===== src/rtl/intreq_pkg.sv =====
package intreq_pkg;

  // register select encoding on the software port
  typedef enum logic {
    SEL_PEND = 1'b0,
    SEL_MASK = 1'b1
  } intreq_sel_e;

  // index width for a given source count
  function automatic int idx_width(input int n);
    return (n > 1) ? $clog2(n) : 1;
  endfunction

endpackage


===== src/rtl/intreq_pend_bank.sv =====
module intreq_pend_bank #(
  parameter int NSRC = 8
) (
  input  logic            clk,
  input  logic            rst_n,
  input  logic [NSRC-1:0] set_vec,
  input  logic [NSRC-1:0] grant_vec,
  input  logic            sw_clr,
  input  logic [NSRC-1:0] sw_keep,
  output logic [NSRC-1:0] pend_q
);

  genvar gi;
  generate
    for (gi = 0; gi < NSRC; gi++) begin : g_bit
      logic clr_bit;
      assign clr_bit = grant_vec[gi] | (sw_clr & ~sw_keep[gi]);
      always_ff @(posedge clk or negedge rst_n) begin
        if (!rst_n)              pend_q[gi] <= 1'b0;
        else if (set_vec[gi])    pend_q[gi] <= 1'b1;
        else if (clr_bit)        pend_q[gi] <= 1'b0;
      end
    end
  endgenerate

endmodule


===== src/rtl/intreq_mask_bank.sv =====
module intreq_mask_bank #(
  parameter int NSRC = 8
) (
  input  logic            clk,
  input  logic            rst_n,
  input  logic            load,
  input  logic [NSRC-1:0] load_val,
  output logic [NSRC-1:0] mask_q
);

  always_ff @(posedge clk or negedge rst_n) begin
    if (!rst_n)    mask_q <= '0;
    else if (load) mask_q <= load_val;
  end

endmodule


===== src/rtl/intreq_picker.sv =====
module intreq_picker #(
  parameter int NSRC = 8,
  localparam int IW = intreq_pkg::idx_width(NSRC)
) (
  input  logic [NSRC-1:0] cand,
  output logic [NSRC-1:0] onehot,
  output logic [IW-1:0]   index,
  output logic            any
);

  logic [NSRC:0] seen;
  assign seen[0] = 1'b0;

  genvar gi;
  generate
    for (gi = 0; gi < NSRC; gi++) begin : g_chain
      assign onehot[gi]  = cand[gi] & ~seen[gi];
      assign seen[gi+1]  = seen[gi] | cand[gi];
    end
  endgenerate

  assign any = seen[NSRC];

  always_comb begin
    index = '0;
    for (int i = 0; i < NSRC; i++) begin
      if (onehot[i]) index = index | IW'(i);
    end
  end

endmodule


===== src/rtl/intreq_ctrl.sv =====
module intreq_ctrl #(
  parameter int NSRC = 8,
  localparam int IW = intreq_pkg::idx_width(NSRC)
) (
  input  logic            clk,
  input  logic            rst_n,
  input  logic [NSRC-1:0] src_pulse,
  input  logic            accept_pt,
  input  logic            int_disable,
  input  logic            reg_wr,
  input  logic            reg_sel,
  input  logic [NSRC-1:0] reg_wdata,
  output logic [NSRC-1:0] reg_rdata,
  output logic            acc_strobe,
  output logic [IW-1:0]   acc_index
);
  import intreq_pkg::*;

  logic [NSRC-1:0] pend_q;
  logic [NSRC-1:0] mask_q;
  logic [NSRC-1:0] qual_vec;
  logic [NSRC-1:0] pick_vec;
  logic [NSRC-1:0] grant_vec;
  logic [IW-1:0]   pick_idx;
  logic            pick_any;
  logic            accept_fire;
  logic            wr_pend;
  logic            wr_mask;

  assign wr_pend = reg_wr & (reg_sel == SEL_PEND);
  assign wr_mask = reg_wr & (reg_sel == SEL_MASK);

  intreq_pend_bank #(.NSRC(NSRC)) u_pend (
    .clk       (clk),
    .rst_n     (rst_n),
    .set_vec   (src_pulse),
    .grant_vec (grant_vec),
    .sw_clr    (wr_pend),
    .sw_keep   (reg_wdata),
    .pend_q    (pend_q)
  );

  intreq_mask_bank #(.NSRC(NSRC)) u_mask (
    .clk      (clk),
    .rst_n    (rst_n),
    .load     (wr_mask),
    .load_val (reg_wdata),
    .mask_q   (mask_q)
  );

  assign qual_vec = pend_q & mask_q;

  intreq_picker #(.NSRC(NSRC)) u_pick (
    .cand   (qual_vec),
    .onehot (pick_vec),
    .index  (pick_idx),
    .any    (pick_any)
  );

  assign accept_fire = accept_pt & ~int_disable & pick_any;
  assign grant_vec   = accept_fire ? pick_vec : '0;

  always_ff @(posedge clk or negedge rst_n) begin
    if (!rst_n) begin
      acc_strobe <= 1'b0;
      acc_index  <= '0;
    end else begin
      acc_strobe <= accept_fire;
      acc_index  <= accept_fire ? pick_idx : '0;
    end
  end

  assign reg_rdata = (reg_sel == SEL_MASK) ? mask_q : pend_q;

endmodule


===== config.mk =====
export PLATFORM = sky130hd
export DESIGN_NAME = intreq_ctrl
export DESIGN_NICKNAME = d
export VERILOG_FILES = /design/src/rtl/intreq_pkg.sv /design/src/rtl/intreq_pend_bank.sv /design/src/rtl/intreq_mask_bank.sv /design/src/rtl/intreq_picker.sv /design/src/rtl/intreq_ctrl.sv
export SDC_FILE = /design/constraint.sdc
export NUM_CORES = 1
export LEC_CHECK = 0
export BUFFER_PORTS_ARGS = -buffer_cell sky130_fd_sc_hd__buf_4
export CAP_MARGIN = 20
export CORE_ASPECT_RATIO = 2
export CORE_MARGIN = 1.5
export CORE_UTILIZATION = 35
export DETAILED_ROUTE_END_ITERATION = 16
export RECOVER_POWER = 50
export SLEW_MARGIN = 0
export SYNTH_ARGS = -nofsm -noshare
export SYNTH_HDL_FRONTEND = slang
export SYNTH_SLANG_ARGS = --single-unit

===== constraint.sdc =====
create_clock -name clk -period 2.1 [get_ports clk]
set_input_delay 0.42 -clock clk [delete_from_list [all_inputs] [get_ports clk]]
set_output_delay 0.42 -clock clk [all_outputs]
set_load 0.05 [all_outputs]

**After elaboration in Yosys (flattened, before gate mapping)**

Cells that the tools add are included.

- Mux-type cells: 26
- Bitwise operators: 52
- Reductions and logical operators: 8

Operator list:

| cell | number |
|---|---|
| 1-bit AND | 19 |
| 1-bit two-way mux | 17 |
| 1-bit NOT | 17 |
| 8-bit two-way mux | 2 |
| 2-bit nonzero test | 8 |
| 3-bit two-way mux | 5 |
| 1-bit OR | 15 |
| 8-bit AND | 1 |
| 2-bit two-way mux | 2 |

- Register bits: 20
- Output and inout port bits: 12
- Word-level logic and storage cells: 97

**Depth between registers and ports, before layout**

Gate-level depths: netlist of the first run.

- Depth in word-level cells: 13
- Mapped depth: 4
- Gate-level depth less buffers: 3

**By module**

A second synthesis of the first run with hierarchy kept.

- Cell total of the unflattened synthesis: 111
- Area total of the unflattened synthesis: 1,260.0 sq um

Modules (own cells, without submodules):

| module | times used | cells each | area each (sq um) | seq. area each (sq um) |
|---|---|---|---|---|
| intreq_ctrl | 1 | 38 | 431.7 | 100.1 |
| intreq_pend_bank | 1 | 32 | 350.3 | 200.2 |
| intreq_mask_bank | 1 | 17 | 331.6 | 200.2 |
| intreq_picker | 1 | 24 | 146.4 | 0.0 |

**Worst setup path after synthesis of the first run**

OpenSTA, ideal clock, no wires.

- Path type: input to output
- Start point: input port reg_sel
- End point: output port reg_rdata[0]
- Arrival time: 1.215 ns
- Required time: 1.680 ns
- Slack: 0.465 ns
- Stages on the path: 2
- Path buffers: 1
- Cell sequence: clkbuf_1 -> mux2_2

- Cells in the longest elaborated chain, start to end: 1

Ends and longest elaborated chain:

| item | RTL line | text |
|---|---|---|
| start, declared | intreq_ctrl.sv:11 | `input logic reg_sel,` |
| 8-bit two-way mux | intreq_ctrl.sv:73 | `assign reg_rdata = (reg_sel == SEL_MASK) ? mask_q : pend_q;` |
| end, declared | intreq_ctrl.sv:13 | `output logic [NSRC-1:0] reg_rdata,` |

Every way passes these cells.

**Worst setup path after layout of the first run**

- Start point: register u_mask.mask_q[1]
- End point: output port reg_rdata[1]

- Cells in the longest elaborated chain, start to end: 1

Ends and longest elaborated chain:

| item | RTL line | text |
|---|---|---|
| start, declared | intreq_mask_bank.sv:8 | `output logic [NSRC-1:0] mask_q` |
| start signal, assigned | intreq_mask_bank.sv:13 | `else if (load) mask_q <= load_val;` |
| 8-bit two-way mux | intreq_ctrl.sv:73 |  |

Every way passes these cells.

==> results.sh, run 1 <==
export IMPL_path_depth=2
export IMPL_io_buffers=33
export IMPL_clock_tree_root_cell="clkbuf_8"
export IMPL_final_util_pct=48.8
export IMPL_cts_tree="built"
export IMPL_synth_commonest_cells="dfrtp_1 (20), mux2_2 (16), nand2_1 (8), o21ai_0 (7), o21bai_1 (4)"
export IMPL_area_growth_syn_to_layout_pct=31.7
export IMPL_cts_buffers=3
export IMPL_setup_tns_ns=0
export IMPL_synth_seq_area_share_pct=48.7
export IMPL_design_core_area_mm2=0.00277
export IMPL_cellLeakagePower_nw=0.605
export IMPL_outcome="completed"
export IMPL_startpoint="u_mask.mask_q[1]$_DFFE_PN0P_"
export IMPL_rsz0062_at_grt="no"
export IMPL_place_gp_congestion=0.774
export IMPL_cap_violations=0
export IMPL_rows=27
export IMPL_clk_latency_ns=0.25
export IMPL_reg2reg_to="u_pend.pend_q[0]$_DFFE_PN0P_"
export IMPL_critPathLaunchType="flip-flop"
export IMPL_final_max_slew_violation_count=0
export IMPL_powerDensity_mw_per_mm2=768
export IMPL_io_pins=34
export IMPL_rr_worst_depth=4
export IMPL_htree_levels=1
export IMPL_slew_headroom_pct=27.8
export IMPL_num_vias=872
export IMPL_wl_per_cell_um=16.2
export IMPL_hold_class="primary input to async pin"
export IMPL_finalNetCount=151
export IMPL_ys_top_cells_by_area="dfrtp_1 (49%), mux2_2 (18%), o21ai_0 (3.4%), nand2_1 (2.9%), o21bai_1 (2.9%)"
export IMPL_fin_skew_ns=0.00183
export IMPL_routed_wl_um=2520
export IMPL_cts_resized_gates=0
export IMPL_ys_ff_latch=20
export IMPL_p_total_mw=1.04
export IMPL_clk_pin_slew_ns=0.07
export IMPL_die_h_um=79.6
export IMPL_drc=0
export IMPL_fin_cells=156
export IMPL_grt_pass1_wl_um=4170
export IMPL_drt_iter0_markers=25
export IMPL_synthCells=91
export IMPL_reg2reg_slack_ns=0.59
export IMPL_place_inst=153
export IMPL_hold_ws_ns=0.343
export IMPL_period_minus_slack_ns=1.58
export IMPL_via_per_inst=5.59
export IMPL_synth_most_common_cell="dfrtp_1"
export IMPL_slowest_delay_ns=0.43
export IMPL_ys_warn_count=0
export IMPL_grt_pass1_vias=911
export IMPL_period_share_pct=75.5
export IMPL_cts_hold_buf=0
export IMPL_hold_viol_final=0
export IMPL_cts_sinks=20
export IMPL_hpwl_um=1960
export IMPL_clk_path_buf_depth=2
export IMPL_synth_edf_count=0
export IMPL_start_util_pct=37.1
export IMPL_grt_usage_pct=18.2
export IMPL_crit_path_end_kind="output port"
export IMPL_setup_viol=0
export IMPL_grt_overflow=0
export IMPL_antenna_left=0
export IMPL_antenna_cells=0
export IMPL_slowest_stage="dfrtp_1"
export IMPL_peakVddDrop_v=0.000475
export IMPL_max_slew_worst_pin_slew_ns=1.08
export IMPL_crit_buf_inv=1
export IMPL_drt_pass1_iter_count=4
export IMPL_synth_top_cell_by_area="dfrtp_1"
export IMPL_arrival_ns=1.16
export IMPL_fillers=281
export IMPL_synth_cell_type_count=32
export IMPL_grt_max_degree=21
export IMPL_drive_gt1_share_pct=44.1
export IMPL_r2r_start="u_pend.pend_q[2]$_DFFE_PN0P_"
export IMPL_critPathTopFamily="flip-flops"
export IMPL_synth_flop_cell="dfrtp_1"
export IMPL_die_w_um=41.3
export IMPL_post_cts_repair_setup_buffers=0
export IMPL_synth_top_area_share_pct=48.7
export IMPL_synth_area_mm2=0.00103
export IMPL_die_area_mm2=0.00329
export IMPL_avgSynthCellArea_um2=11.3
export IMPL_required_ns=1.68
export IMPL_worstSetupPathType="flip-flop to output port"
export IMPL_fmax_ghz=0.631
export IMPL_syn_nets=113
export IMPL_antenna_found_initial=0
export IMPL_worstPathMaxFanout=6
export IMPL_synth_async_reset_ratio_pct=100
export IMPL_path_cells="mux2_2 > buf_4"
[routing by layer]
metal | part of all wire (%) | routed length [um] | up-vias | GRT usage [%]
met2 | 56 | 1420 | 27 | 30.8
met1 | 39 | 975 | 425 | 22.3
met4 | 1.5 | 38 | 0 | 6.77
met3 | 3.6 | 92 | 4 | 1.67
met5 | 0 | 0 | - | 0
li1 | - | - | 416 | -
[worst max-delay path by stage]
| stage | to | slack [ns] |
|---|---|---|
| detailed placement | reg_rdata[0] | 0.53 |
| global route | u_pend.pend_q[4]$_DFFE_PN0P_ | 0.47 |
| floorplan | reg_rdata[0] | 0.46 |
| finish | reg_rdata[1] | 0.52 |
| global placement | reg_rdata[0] | 0.54 |
| CTS | reg_rdata[1] | 0.50 |
[flip-flops by register name, summed over array words and instances (netlist names)]
| signal | flops |
|---|---|
| u_mask.mask_q | 8 |
| u_pend.pend_q | 8 |
| acc_index | 3 |
| acc_strobe | 1 |
[layout by cell type, fill, tap and decap left out, drive strengths merged, types with 2 or more instances in the layout]
master  Yosys  routed
a22oi       2       2
and4        2       2
buf         0      33
clkbuf      1       4
dfrtp      20      20
inv         3       3
mux2       16      16
nand2       8       8
nand2b      3       3
nand3       2       2
nand4       2       2
nor2b       2       2
nor3b       2       2
o21ai       7       7
o21bai      4       4
[power by group]
part,internal (mW),switching (mW)
clock network,0.128,0.116
registers,0.425,0.0417
logic,0.136,0.193
total,0.689,0.350
[kinds of logic (layout without fill, tap and decap cells)]
group | count (synthesis) | in the layout | synth area share (%)
mux | 16 | 16 | 17.5
simple gates | 27 | 27 | 15.5
buf+inv | 4 | 40 | 1.46
flops | 20 | 20 | 48.7
compound gates | 24 | 24 | 16.8
[cell type report]
class                   count  area, um2  share of cell area, %
well taps                  29       36.3                   2.68
flip-flops and latches     20        500                   37.0
clock buffers               3       41.3                   3.05
multi-input cells          67        512                   37.8
repair buffers             34        251                   18.6
inverters                   3       11.3                  0.833
[worst register-to-register path, delay by kind of cell (launching register included)]
family	cells	cell delay [ns]
flops	1	0.42
simple gates	1	0.16
compound gates	2	0.63
buf+inv	1	0.22
[per-stage QoR]
step	cell area, um2	setup slack [ns]
after floorplan	1030	0.465
after global placement	1320	0.538
after detailed placement	1320	0.531
after CTS	1360	0.502
after global routing	1350	0.466
final	1350	0.515
(Power assumes the default switching activity.)
==> run 2: changes to the inputs <==
--- a/config.mk
+++ b/config.mk
@@ -5,6 +5,7 @@
 export SDC_FILE = /design/constraint.sdc
 export NUM_CORES = 1
 export LEC_CHECK = 0
+export ABC_AREA = 1
 export BUFFER_PORTS_ARGS = -buffer_cell sky130_fd_sc_hd__buf_4
 export CAP_MARGIN = 20
 export CORE_ASPECT_RATIO = 2
==> constraint.sdc (replaced) <==
create_clock -name clk -period 1.32 [get_ports clk]
set_input_delay 0.264 -clock clk [delete_from_list [all_inputs] [get_ports clk]]
set_output_delay 0.264 -clock clk [all_outputs]
set_load 0.05 [all_outputs]
==> results.sh, run 2 <==
export IMPL_grt_max_degree=21
export IMPL_synthCells=135
export IMPL_synth_flop_cell="dfrtp_1"
export IMPL_clock_tree_root_cell="clkbuf_8"
export IMPL_hold_class="primary input to flip-flop"
export IMPL_finalNetCount=201
export IMPL_hpwl_um=2050
export IMPL_synth_commonest_cells="nand2_1 (45), dfrtp_1 (20), inv_1 (19), nor2_1 (10)"
export IMPL_drc=0
export IMPL_num_vias=1047
export IMPL_period_minus_slack_ns=1.29
export IMPL_grt_pass1_vias=1063
export IMPL_regArea_um2=500
export IMPL_drt_pass1_iter_count=4
export IMPL_largestRegisters="u_mask.mask_q: 8 flops, u_pend.pend_q: 8 flops, acc_index: 3 flops"
export IMPL_grt_overflow=0
export IMPL_layout_setup_ws_ns=0.0258
export IMPL_die_w_um=42.4
export IMPL_area_growth_syn_to_layout_pct=36.9
export IMPL_ys_top_cells_by_area="dfrtp_1 (46%), nand2_1 (16%), mux2_2 (8.3%), inv_1 (6.6%), nand4_4 (3.9%)"
export IMPL_dpl_cell_area_mm2=0.00140
export IMPL_fin_skew_ns=0.00108
export IMPL_peakVddDrop_v=0.000644
export IMPL_worstPathMaxFanout=7
export IMPL_fin_cells=207
export IMPL_synth_seq_area_share_pct=46.0
export IMPL_synth_async_reset_ratio_pct=100
export IMPL_p_total_mw=1.71
export IMPL_setup_viol=0
export IMPL_drive_gt1_share_pct=36.2
export IMPL_multi_input_area_um2=523
export IMPL_cellLeakagePower_nw=0.796
export IMPL_clk_pin_slew_ns=0.07
export IMPL_synth_edf_count=0
export IMPL_synth_cell_type_count=18
export IMPL_design_core_area_mm2=0.00294
export IMPL_wl_per_cell_um=13.3
export IMPL_worstSetupPathType="flip-flop to flip-flop"
export IMPL_critPathLaunchType="flip-flop"
export IMPL_io_buffers=33
export IMPL_start_util_pct=37.0
export IMPL_synth_top_cell_by_area="dfrtp_1"
export IMPL_fmax_ghz=0.773
export IMPL_cts_sinks=20
export IMPL_htree_levels=1
export IMPL_antenna_left=0
export IMPL_rsz0062_at_grt="yes"
export IMPL_cts_tree="built"
export IMPL_drt_iter0_markers=17
export IMPL_final_area_mm2=0.00149
export IMPL_clk_latency_ns=0.26
export IMPL_final_cell_mix="nand2_1 (42), buf_4 (37), dfrtp_1 (20), inv_1 (19), nor2_1 (10)"
export IMPL_setup_tns_ns=0
export IMPL_antenna_cells=0
export IMPL_die_area_mm2=0.00347
export IMPL_via_per_inst=5.06
export IMPL_fillers=303
export IMPL_ys_warn_count=0
export IMPL_arrival_ns=1.50
export IMPL_place_ws_ns=0.0609
export IMPL_rows=28
export IMPL_slew_headroom_pct=66.1
export IMPL_final_max_slew_violation_count=0
export IMPL_outcome="completed"
export IMPL_io_pins=34
export IMPL_routed_wl_um=2750
export IMPL_antenna_found_initial=0
export IMPL_clk_path_buf_depth=2
export IMPL_hold_viol_final=0
export IMPL_ys_ff_latch=20
export IMPL_crit_path_end_kind="flip-flop"
export IMPL_cap_violations=0
export IMPL_powerDensity_mw_per_mm2=1150
export IMPL_required_ns=1.52
export IMPL_grt_usage_pct=16.7
export IMPL_place_gp_congestion=0.812
export IMPL_die_h_um=81.9
export IMPL_avgSynthCellArea_um2=8.06
export IMPL_period_share_pct=98.0
export IMPL_syn_nets=157
export IMPL_max_slew_worst_pin_slew_ns=0.508
export IMPL_synth_top_area_share_pct=46.0
export IMPL_final_common_cell="nand2_1"
export IMPL_cts_buffers=3
export IMPL_grt_pass1_wl_um=4330
export IMPL_place_inst=200
export IMPL_synth_most_common_cell="nand2_1"
export IMPL_synth_area_mm2=0.00109
[run 2: changes by cell type in the layout (fill, tap and decap cells not counted), sizes merged, moves of 2 or more]
cell,change
and4,-2
buf,+5
o21bai,-2
nand3,+6
nand2,+42
nand4,+2
nor2b,-2
nand2b,-3
mux2,-8
a22oi,-2
nor3b,-2
nor2,+10
inv,+17
[run 2: kinds of logic (layout without fill, tap and decap cells)]
group / after synthesis / in the layout / synth area share (%)
AOI/OAI and AO/OA: 11 / 11 / 5.52
muxes: 8 / 8 / 8.28
buffers and inverters: 21 / 63 / 7.59
DFF: 20 / 20 / 46.0
and+or+nand+nor: 75 / 75 / 32.6
[run 2: repair_timing]
item	4_1_cts	5_1_grt
hold buffers	1	0
endpoints found under the setup margin	0	11
setup buffers	0	3
hold endpoints to repair	20	0
resized for setup	0	5
[run 2: final timing paths]
path,end,depth (start not counted),from,slack (ns)
min in group asynchronous,u_mask.mask_q[6]$_DFFE_PN0P_,2,rst_n,0.50
setup / recovery,u_pend.pend_q[0]$_DFFE_PN0P_,7,u_mask.mask_q[0]$_DFFE_PN0P_,0.03
hold reg to reg,u_mask.mask_q[5]$_DFFE_PN0P_,1,u_mask.mask_q[5]$_DFFE_PN0P_,0.54
hold / removal,u_pend.pend_q[4]$_DFFE_PN0P_,3,src_pulse[4],0.18
max in group asynchronous,u_pend.pend_q[0]$_DFFE_PN0P_,2,rst_n,0.48
setup reg to reg,u_pend.pend_q[0]$_DFFE_PN0P_,7,u_mask.mask_q[0]$_DFFE_PN0P_,0.03
[run 2: cell type report]
class	count	area share [%]
Clock buffer	3	2.77
Sequential cell	20	33.6
Tap cell	30	2.52
Multi-Input combinational cell	94	35.1
Timing Repair Buffer	40	21.0
Inverter	20	5.04
[run 2: per-stage QoR]
| step | utilization (%) | hold slack (ns) |
|---|---|---|
| finish | 50.6 | 0.181 |
| global route | 50.6 | 0.197 |
| CTS | 49.4 | 0.182 |
| detailed placement | 47.6 | 0.165 |
| global placement | 47.6 | 0.159 |
| floorplan | - | -0.0316 |
[run 2: critical path, stage by stage (launching register included)]
cell and delay (ns):
dfrtp_1 0.43, nand2_2 0.12, nand4_4 0.14, nor2_4 0.15, nand4_4 0.16, nand3_1 0.13, nand2_1 0.06, nand2_1 0.05
[run 2: metal layers]
metal | share of wire (%) | global-route usage [%] | routed length (um)
met1 | 36 | 15.3 | 976
met2 | 60 | 34.0 | 1640
met3 | 2.9 | 2.20 | 80
met4 | 1.7 | 8.75 | 46
met5 | 0 | 0 | 0
[run 2: power breakdown]
part | total, mW | internal [mW] | switching (mW)
combinational | 0.571 | 0.223 | 0.349
sequential | 0.731 | 0.675 | 0.0565
clock | 0.409 | 0.204 | 0.205
==> run 3: changes to the inputs <==
==> constraint.sdc (replaced) <==
create_clock -name clk -period 1.2 [get_ports clk]
set_input_delay 0.24 -clock clk [delete_from_list [all_inputs] [get_ports clk]]
set_output_delay 0.24 -clock clk [all_outputs]
set_load 0.05 [all_outputs]
==> results.sh, run 3 (synthesis results as in run 2) <==
export IMPL_critPathTopFamily="flip-flops"
export IMPL_critPathLaunchType="flip-flop"
export IMPL_via_per_inst=4.90
export IMPL_design_core_area_mm2=0.00294
export IMPL_die_w_um=42.4
export IMPL_peakVddDrop_v=0.000964
export IMPL_place_inst=207
export IMPL_crit_buf_inv=2
export IMPL_htree_levels=1
export IMPL_slew_headroom_pct=65.8
export IMPL_rsz0062_at_grt="yes"
export IMPL_area_growth_syn_to_layout_pct=58.5
export IMPL_num_vias=1097
export IMPL_final_area_mm2=0.00173
export IMPL_clk_pin_slew_ns=0.08
export IMPL_antenna_cells=0
export IMPL_hold_viol_final=0
export IMPL_clock_tree_root_cell="clkbuf_8"
export IMPL_path_cells="buf_6 > nand2_2 > nand2_2 > buf_8"
export IMPL_die_h_um=81.9
export IMPL_required_ns=0.96
export IMPL_hold_class="primary input to flip-flop"
export IMPL_cap_violations=0
export IMPL_wl_per_cell_um=12.6
export IMPL_fmax_ghz=0.772
export IMPL_crit_path_end_kind="output port"
export IMPL_fin_skew_ns=0.00612
export IMPL_period_share_pct=108
export IMPL_powerDensity_mw_per_mm2=1230
export IMPL_drc=0
export IMPL_worstPathMaxFanout=2
export IMPL_dpl_cell_area_mm2=0.00145
export IMPL_worstSetupPathType="flip-flop to output port"
export IMPL_cts_tree="built"
export IMPL_cellLeakagePower_nw=0.905
export IMPL_hpwl_um=2050
export IMPL_place_gp_congestion=0.823
export IMPL_final_util_pct=58.6
export IMPL_finalNetCount=217
export IMPL_grt_max_degree=21
export IMPL_arrival_ns=1.06
export IMPL_drt_pass1_iter_count=4
export IMPL_clk_latency_ns=0.26
export IMPL_antenna_found_initial=0
export IMPL_antenna_left=0
export IMPL_setup_viol=16
export IMPL_grt_pass1_wl_um=4660
export IMPL_final_common_cell="buf_4"
export IMPL_rows=28
export IMPL_fin_cells=224
export IMPL_hold_ws_ns=0.152
export IMPL_max_slew_worst_pin_slew_ns=0.513
export IMPL_cts_buffers=3
export IMPL_die_area_mm2=0.00347
export IMPL_final_cell_mix="buf_4 (38), nand2_1 (34), dfrtp_1 (20), inv_1 (19), nand2_2 (16)"
export IMPL_drt_iter0_markers=14
export IMPL_final_max_slew_violation_count=0
export IMPL_period_minus_slack_ns=1.30
export IMPL_slowest_delay_ns=0.41
export IMPL_largestRegisters="u_mask.mask_q: 8 flops, u_pend.pend_q: 8 flops, acc_index: 3 flops"
export IMPL_grt_pass1_vias=1106
export IMPL_clk_path_buf_depth=2
export IMPL_violations="setup timing"
export IMPL_routed_wl_um=2830
export IMPL_start_util_pct=37.0
export IMPL_grt_overflow=0
export IMPL_slowest_stage="dfrtp_1"
export IMPL_grt_usage_pct=18.2
export IMPL_io_buffers=33
export IMPL_drive_gt1_share_pct=46.9
export IMPL_cp_common_cell="nand2_2"
export IMPL_outcome="finished with violations"
export IMPL_cts_sinks=20
export IMPL_layout_setup_ws_ns=-0.0961
export IMPL_io_pins=34
==> run 3: changes by cell type in the layout (fill, tap and decap cells not counted), sizes merged <==
cell    before  now
buf         38   54
clkbuf       4    5
==> run 3: area by class of cell <==
class	instances	area, um2
fillers	281	1220
multi-input cells	94	553
repair buffers	56	504
flip-flops and latches	20	500
inverters	20	75.1
clock buffers	4	55.1
well taps	30	37.5
==> run 3: where the power goes <==
part / leakage (nW) / internal (mW) / switching [mW] / total (mW)
clock: 0.0288 / 0.292 / 0.225 / 0.518
combinational: 0.651 / 0.368 / 0.442 / 0.810
sequential: 0.225 / 0.742 / 0.0467 / 0.789
==> run 3: path summary, 6_finish.rpt <==
check / startpoint / end / slack, ns / cells past startpoint
hold reg to reg: u_mask.mask_q[5]$_DFFE_PN0P_ / u_mask.mask_q[5]$_DFFE_PN0P_ / 0.54 / 1
setup reg to reg: u_mask.mask_q[2]$_DFFE_PN0P_ / acc_index[0]$_DFF_PN0_ / -0.08 / 6
setup / recovery: u_pend.pend_q[0]$_DFFE_PN0P_ / reg_rdata[0] / -0.1 / 4
min in group asynchronous: rst_n / acc_strobe$_DFF_PN0_ / 0.48 / 2
max in group asynchronous: rst_n / u_mask.mask_q[5]$_DFFE_PN0P_ / 0.38 / 2
hold / removal: src_pulse[0] / u_pend.pend_q[0]$_DFFE_PN0P_ / 0.15 / 3
==> run 3: metrics by stage <==
step           setup TNS, ns  power (mW)  setup slack (ns)
2_1_floorplan              0        1.21            0.0632
3_3_place_gp               0        1.44            0.0120
3_5_place_dp          -0.157        1.45           -0.0317
4_1_cts                -1.25        2.11            -0.101
5_1_grt                -2.28        2.23            -0.168
6_report               -1.07        2.12           -0.0961
==> run 3: routing by layer <==
metal	wire (um)	global-route usage [%]	vias up
li1	-	-	541
met2	1690	38.2	25
met4	46	8.75	0
met1	1010	16.1	527
met3	88	2.20	4
met5	0	0	-
==> run 3: timing repair <==
action | CTS | global route
setup endpoints to repair | 19 | 20
pin swaps | 13 | 11
gates resized for setup | 27 | 7
endpoints found under the hold margin | 20 | 0
buffers inserted | 11 | 1
hold buffers | 1 | 0
==> run 3: tightest hold or removal path, stage by stage <==
cell	delay (ns)
buf_4	0.08
inv_1	0.03
nand2_1	0.04
